<file path="src/rtl/sram_ctrl_pkg.sv">
package sram_ctrl_pkg;

  typedef enum logic [2:0] {
    ST_IDLE,
    ST_READ,
    ST_WLOW,
    ST_WREC,
    ST_TURN
  } sram_state_e;

  typedef struct packed {
    logic ce_n;
    logic ce;
    logic oe_n;
    logic we_n;
    logic dq_oe;
  } sram_pins_t;

  // nanoseconds to whole clock cycles, rounded up, never below one
  function automatic int ns_to_cyc(input int ns, input int period);
    int c;
    c = (ns + period - 1) / period;
    if (c < 1) c = 1;
    return c;
  endfunction

  function automatic int max2(input int a, input int b);
    return (a > b) ? a : b;
  endfunction

  function automatic int strobe_cycles(input int wp, input int cw, input int whz,
                                       input int ds, input int period);
    return max2(max2(ns_to_cyc(wp, period), ns_to_cyc(cw, period)),
                ns_to_cyc(whz, period) + ns_to_cyc(ds, period));
  endfunction

  function automatic int recovery_cycles(input int wc, input int strobe, input int period);
    int c;
    c = ns_to_cyc(wc, period) - strobe;
    return (c < 0) ? 0 : c;
  endfunction

  function automatic int cnt_width(input int n);
    return (n < 2) ? 1 : $clog2(n + 1);
  endfunction

endpackage

</file>
<file path="src/rtl/sram_phase_timer.sv">
module sram_phase_timer #(
  parameter int CNT_W = 4
) (
  input  logic             clk,
  input  logic             rst_n,
  input  logic             restart,
  input  logic             run,
  input  logic [CNT_W-1:0] limit,
  output logic [CNT_W-1:0] count,
  output logic [CNT_W-1:0] count_nx,
  output logic             expire
);

  assign count_nx = (restart || !run) ? '0 : count + 1'b1;
  assign expire   = (count == limit - 1'b1);

  always_ff @(posedge clk or negedge rst_n) begin
    if (!rst_n) count <= '0;
    else        count <= count_nx;
  end

endmodule

</file>
<file path="src/rtl/sram_read_capture.sv">
module sram_read_capture #(
  parameter int DATA_W = 8
) (
  input  logic              clk,
  input  logic              rst_n,
  input  logic              capture,
  input  logic [DATA_W-1:0] din,
  output logic              valid,
  output logic [DATA_W-1:0] data
);

  always_ff @(posedge clk or negedge rst_n) begin
    if (!rst_n) begin
      valid <= 1'b0;
      data  <= '0;
    end else begin
      valid <= capture;
      if (capture) data <= din;
    end
  end

endmodule

</file>
<file path="src/rtl/sram_ctrl.sv">
module sram_ctrl
  import sram_ctrl_pkg::*;
#(
  parameter int CLK_PERIOD_NS = 5,
  parameter int ADDR_W        = 19,
  parameter int DATA_W        = 8,
  parameter int T_RC_NS       = 70,
  parameter int T_AA_NS       = 70,
  parameter int T_WC_NS       = 70,
  parameter int T_WP_NS       = 55,
  parameter int T_CW_NS       = 60,
  parameter int T_DS_NS       = 30,
  parameter int T_WHZ_NS      = 25
) (
  input  logic              clk,
  input  logic              rst_n,
  input  logic              req_valid,
  output logic              req_ready,
  input  logic              req_write,
  input  logic [ADDR_W-1:0] req_addr,
  input  logic [DATA_W-1:0] req_wdata,
  output logic              rsp_valid,
  output logic [DATA_W-1:0] rsp_rdata,
  output logic [ADDR_W-1:0] mem_addr,
  output logic              mem_ce_n,
  output logic              mem_ce,
  output logic              mem_oe_n,
  output logic              mem_we_n,
  output logic [DATA_W-1:0] mem_dq_out,
  output logic              mem_dq_oe,
  input  logic [DATA_W-1:0] mem_dq_in
);

  localparam int RD_CYC  = max2(ns_to_cyc(T_RC_NS, CLK_PERIOD_NS),
                                ns_to_cyc(T_AA_NS, CLK_PERIOD_NS));
  localparam int WE_CYC  = strobe_cycles(T_WP_NS, T_CW_NS, T_WHZ_NS, T_DS_NS, CLK_PERIOD_NS);
  localparam int REC_CYC = recovery_cycles(T_WC_NS, WE_CYC, CLK_PERIOD_NS);
  localparam int WHZ_CYC = ns_to_cyc(T_WHZ_NS, CLK_PERIOD_NS);
  localparam int MAX_CYC = max2(max2(RD_CYC, WE_CYC), REC_CYC + 1);
  localparam int CNT_W   = cnt_width(MAX_CYC);

  localparam sram_pins_t PINS_IDLE = '{ce_n: 1'b1, ce: 1'b0, oe_n: 1'b1, we_n: 1'b1, dq_oe: 1'b0};

  sram_state_e      state, state_nx;
  logic [CNT_W-1:0] phase_lim, phase_cnt, phase_cnt_nx;
  logic             phase_done, restart, run;
  sram_pins_t       pins_q;
  logic [ADDR_W-1:0] addr_q;
  logic [DATA_W-1:0] wdata_q;

  // named internal events, observed by the bound checker
  logic accept_evt, capture_evt, we_release_evt;

  assign accept_evt     = (state == ST_IDLE) && req_valid;
  assign capture_evt    = (state == ST_READ) && phase_done;
  assign we_release_evt = (state == ST_WLOW) && phase_done;

  // strobe levels for a given phase and position inside it
  function automatic sram_pins_t pins_for(input sram_state_e st, input logic [CNT_W-1:0] c);
    sram_pins_t p;
    p = PINS_IDLE;
    case (st)
      ST_READ: begin p.ce_n = 1'b0; p.ce = 1'b1; p.oe_n = 1'b0; end
      ST_WLOW: begin
        p.ce_n  = 1'b0; p.ce = 1'b1; p.we_n = 1'b0;
        p.dq_oe = (c >= CNT_W'(WHZ_CYC));
      end
      ST_WREC: begin p.ce_n = 1'b0; p.ce = 1'b1; end
      default: p = PINS_IDLE;
    endcase
    return p;
  endfunction

  always_comb begin
    case (state)
      ST_READ: phase_lim = CNT_W'(RD_CYC);
      ST_WLOW: phase_lim = CNT_W'(WE_CYC);
      ST_WREC: phase_lim = CNT_W'(max2(REC_CYC, 1));
      default: phase_lim = CNT_W'(1);
    endcase
  end

  always_comb begin
    state_nx = state;
    case (state)
      ST_IDLE: if (accept_evt) state_nx = req_write ? ST_WLOW : ST_READ;
      ST_READ: if (phase_done) state_nx = ST_IDLE;
      ST_WLOW: if (phase_done) state_nx = (REC_CYC > 0) ? ST_WREC : ST_TURN;
      ST_WREC: if (phase_done) state_nx = ST_TURN;
      ST_TURN: if (phase_done) state_nx = ST_IDLE;
      default: state_nx = ST_IDLE;
    endcase
  end

  assign restart = (state_nx != state);
  assign run     = (state_nx != ST_IDLE);

  sram_phase_timer #(.CNT_W(CNT_W)) u_timer (
    .clk      (clk),
    .rst_n    (rst_n),
    .restart  (restart),
    .run      (run),
    .limit    (phase_lim),
    .count    (phase_cnt),
    .count_nx (phase_cnt_nx),
    .expire   (phase_done)
  );

  always_ff @(posedge clk or negedge rst_n) begin
    if (!rst_n) begin
      state   <= ST_IDLE;
      pins_q  <= PINS_IDLE;
      addr_q  <= '0;
      wdata_q <= '0;
    end else begin
      state  <= state_nx;
      pins_q <= pins_for(state_nx, phase_cnt_nx);
      if (accept_evt) begin
        addr_q  <= req_addr;
        wdata_q <= req_wdata;
      end
    end
  end

  sram_read_capture #(.DATA_W(DATA_W)) u_capture (
    .clk     (clk),
    .rst_n   (rst_n),
    .capture (capture_evt),
    .din     (mem_dq_in),
    .valid   (rsp_valid),
    .data    (rsp_rdata)
  );

  assign req_ready  = (state == ST_IDLE);
  assign mem_addr   = addr_q;
  assign mem_dq_out = wdata_q;
  assign mem_ce_n   = pins_q.ce_n;
  assign mem_ce     = pins_q.ce;
  assign mem_oe_n   = pins_q.oe_n;
  assign mem_we_n   = pins_q.we_n;
  assign mem_dq_oe  = pins_q.dq_oe;

endmodule

</file>
<file path="config.mk">
export PLATFORM = sky130hd
export DESIGN_NAME = sram_ctrl
export DESIGN_NICKNAME = d
export VERILOG_FILES = /design/src/rtl/sram_ctrl_pkg.sv /design/src/rtl/sram_phase_timer.sv /design/src/rtl/sram_read_capture.sv /design/src/rtl/sram_ctrl.sv
export SDC_FILE = /design/constraint.sdc
export NUM_CORES = 1
export LEC_CHECK = 0
export ABC_AREA = 0
export BUFFER_PORTS_ARGS = -buffer_cell sky130_fd_sc_hd__buf_2
export CORE_MARGIN = 1
export CORE_UTILIZATION = 45
export DETAILED_ROUTE_END_ITERATION = 7
export PLACE_DENSITY = 0.86
export SLEW_MARGIN = 20
export SYNTH_ARGS = -nofsm -noshare
export SYNTH_HDL_FRONTEND = slang
export SYNTH_SLANG_ARGS = --single-unit
</file>
<file path="constraint.sdc">
create_clock -name clk -period 3.2 [get_ports clk]
set_input_delay 0.32 -clock clk [delete_from_list [all_inputs] [get_ports clk]]
set_output_delay 0.32 -clock clk [all_outputs]
set_load 0.005 [all_outputs]
</file>
==> results.ini <==
[yosys]
synth_top_area_share_pct = 54.7
ys_top_cells_by_count = dfrtp_1 (45), mux2_2 (35), nor2_1 (10)
synthAdderAreaFrac_pct = 1.82
synthesis.area_um2 = 2060
synth_top_family_by_area = multiplexers
yosys.area_share.simple_pct = 9.06
synth_nets = 191
synth_top_cell_by_area = dfrtp_1
synth.area.top_cells = dfrtp_1 (55%), mux2_2 (19%), dfstp_2 (3.8%)
yosysWarnings = 0
yosysSeqAreaShare_pct = 58.6
muxShareOfSynthArea_pct = 19.6
synth-edff-count = 0
synth_flop_cell = dfrtp_1
syn_area_per_cell_um2 = 13.8
ys_ff_latch = 48
synth_xor_area_share_pct = 3.35
synth-compound-area-share_pct = 4.81
synth_cell_types = 37
yosysMostFrequentCell = dfrtp_1
netlist_instances = 149
async_flop_share_pct = 100

[cts]
clock_latency_ns = 0.29
cts_made_buffers = 5
root_buffer = clkbuf_8
cts_resized = 0
postCtsHoldBufs = 0
cts_setup_buffers = 0
numClockSinks = 48
tritoncts = built
h-tree-depth = 2
cts_buffer_depth = 2
path_clk_slew_ns = 0.08

[die]
coreArea_um2 = 4380
die_area_um2 = 4850
initial_core_util_pct = 46.9
ioPinCount = 81
fp.dieW_um = 69.6
die_h_um = 69.6
rows = 24

[job]
cap_viol_max_count = 0

[power_and_ir_drop]
combPwrFrac_pct = 39.0
internal_power_mw = 1.61
p_switching_mw = 0.814
clkPwrFrac_pct = 17.4
ir_drop_mv = 0.473
leakage_nw = 1.30
pwr-share-seq_pct = 43.5
switching_share_pct = 33.6
power_density_nw_per_um2 = 924

[timing]
setup_viol = 0
tns_ns = 0
rsz0062_at_grt = no
fmax_mhz = 364
finalHoldViolations = 0
clock_skew_ns = 0.00425
slew_viol_final = 0
maxSlewHeadroom_pct = 55.5
period_needed_ns = 2.75
tightest_slew_ns = 0.665
period_share_pct = 85.8

[final_layout]
multi_input_area_um2 = 802
antenna_cells = 0
layout.cells.non_filler = 282
drive_gt1_share_pct = 58.3
syn_to_final_growth_pct = 27.3
fin_area_um2 = 2620
fin_nets = 271
ff_latch_area_um2 = 1200
nFillCells = 352

[status]
status = complete, no violations

[placed_design]
gp_congestion = 0.880
portBuffers = 80
dp_cells = 274
hpwlAfterDp_um = 2860
placed_cell_area_um2 = 2500

[global_route]
antenna_found_initial = 0
grt_pass1_wl_um = 6490
grt_pass1_vias = 1443
overflow = 0
grt_use_total_pct = 17.2
grt_max_degree = 49

[route]
drt-initial-drc-count = 69
wl_per_cell_um = 13.7
totalWireLength_um = 3860
vias_per_cell = 5.18
vias = 1462
drt_pre_antenna_iters = 4
drc_errors = 0
drtAntennaViolNets = 0

[critical_path]
worstSetupPathType = reg -> reg
critPathArrivalTime_ns = 2.93
crit_start = state[0]
worstPathRequired_ns = 3.38
end_kind = flop
reg2reg_depth = 7
startpoint_type = flop
rr_startpoint = state[0]
crit_fanout = 13

[worst_hold_path]
min_path_type = in -> async

-- cell usage in the layout (no fill, tap or decap), types with 2 or more instances in the layout --
cell and instances:
dfrtp_1 45, nand2_1 5, a211oi_1 2, ha_1 3
nor2_4 2, nand2b_1 4, xnor2_1 2, o21ai_0 2
clkbuf_8 5, nor2b_1 2, a21oi_1 2, nor2_1 10
mux2_2 35, nor3_1 2, dfstp_2 3, xor2_1 4
buf_2 79
-- cell type report --
class,count,share of cell area [%]
clock buffer,5,2.63
clock inverter,3,1.62
inverter,2,0.478
multi-input combinational,91,30.6
sequential,48,46.0
tap,52,2.48
timing repair buffer,81,16.1
-- power by group through the flow --
stage               clock network, mW  registers [mW]  logic (mW)
finish                          0.422            1.05       0.944
global route                    0.464            1.09        1.04
CTS                             0.442            1.06       0.960
detailed placement                  0            1.07       0.956
global placement                    0            1.05       0.916
floorplan                           0            1.03       0.631
-- state kept, by name (all words and copies together), names as in the netlist --
register	cells
mem_ce_n	1
mem_addr	19
u_capture.data	8
mem_dq_oe	1
u_timer.count	4
mem_oe_n	1
mem_we_n	1
mem_ce	1
u_capture.valid	1
mem_dq_out	8
state	3
-- worst paths after layout --
check	slack (ns)	end
worst max-delay path	0.45	u_capture.data[2]
worst min-delay path	0.02	u_capture.data[1]
worst max register to register	0.45	u_capture.data[2]
worst min register to register	0.50	mem_dq_out[3]
max in group asynchronous	2.78	mem_dq_out[7]
min in group clk	0.20	mem_we_n
-- per-layer routing --
layer / vias up / wire length, um / track usage (%)
met3: 9 / 240 / 4.65
met2: 52 / 1970 / 29.7
met4: 0 / 103 / 8.44
met5: - / 0 / 0
li1: 686 / - / -
met1: 715 / 1540 / 19.8
-- critical path: stages (launching register included) --
cell and delay [ns]:
dfrtp_1 0.63, nand2b_1 0.28, ha_1 0.27, xor2_1 0.15, or3_1 0.15, nand4_2 0.20, nor4_4 0.55, mux2_2 0.40
-- stage by stage --
stage                     setup WS [ns]  hold slack, ns  power, mW  utilization [%]
after floorplan                   0.798          0.0244       1.66                -
after global placement            0.558           0.483       1.97             57.1
after detailed placement          0.465           0.489       2.02             57.1
after CTS                         0.445           0.187       2.46             59.7
after global routing              0.216          0.0605       2.60             59.7
final                             0.453          0.0179       2.42             59.7
-- cell families after synthesis --
kind of cell             count (synthesis)
AO/OA/AOI/OAI                           14
XOR/XNOR                                 7
adder cells (fa/ha/maj)                  3
buffers and inverters                   10
flip-flops                              48
multiplexers                            36
AND/OR/NAND/NOR                         31
No activity file was read; power rests on OpenSTA's default activity.
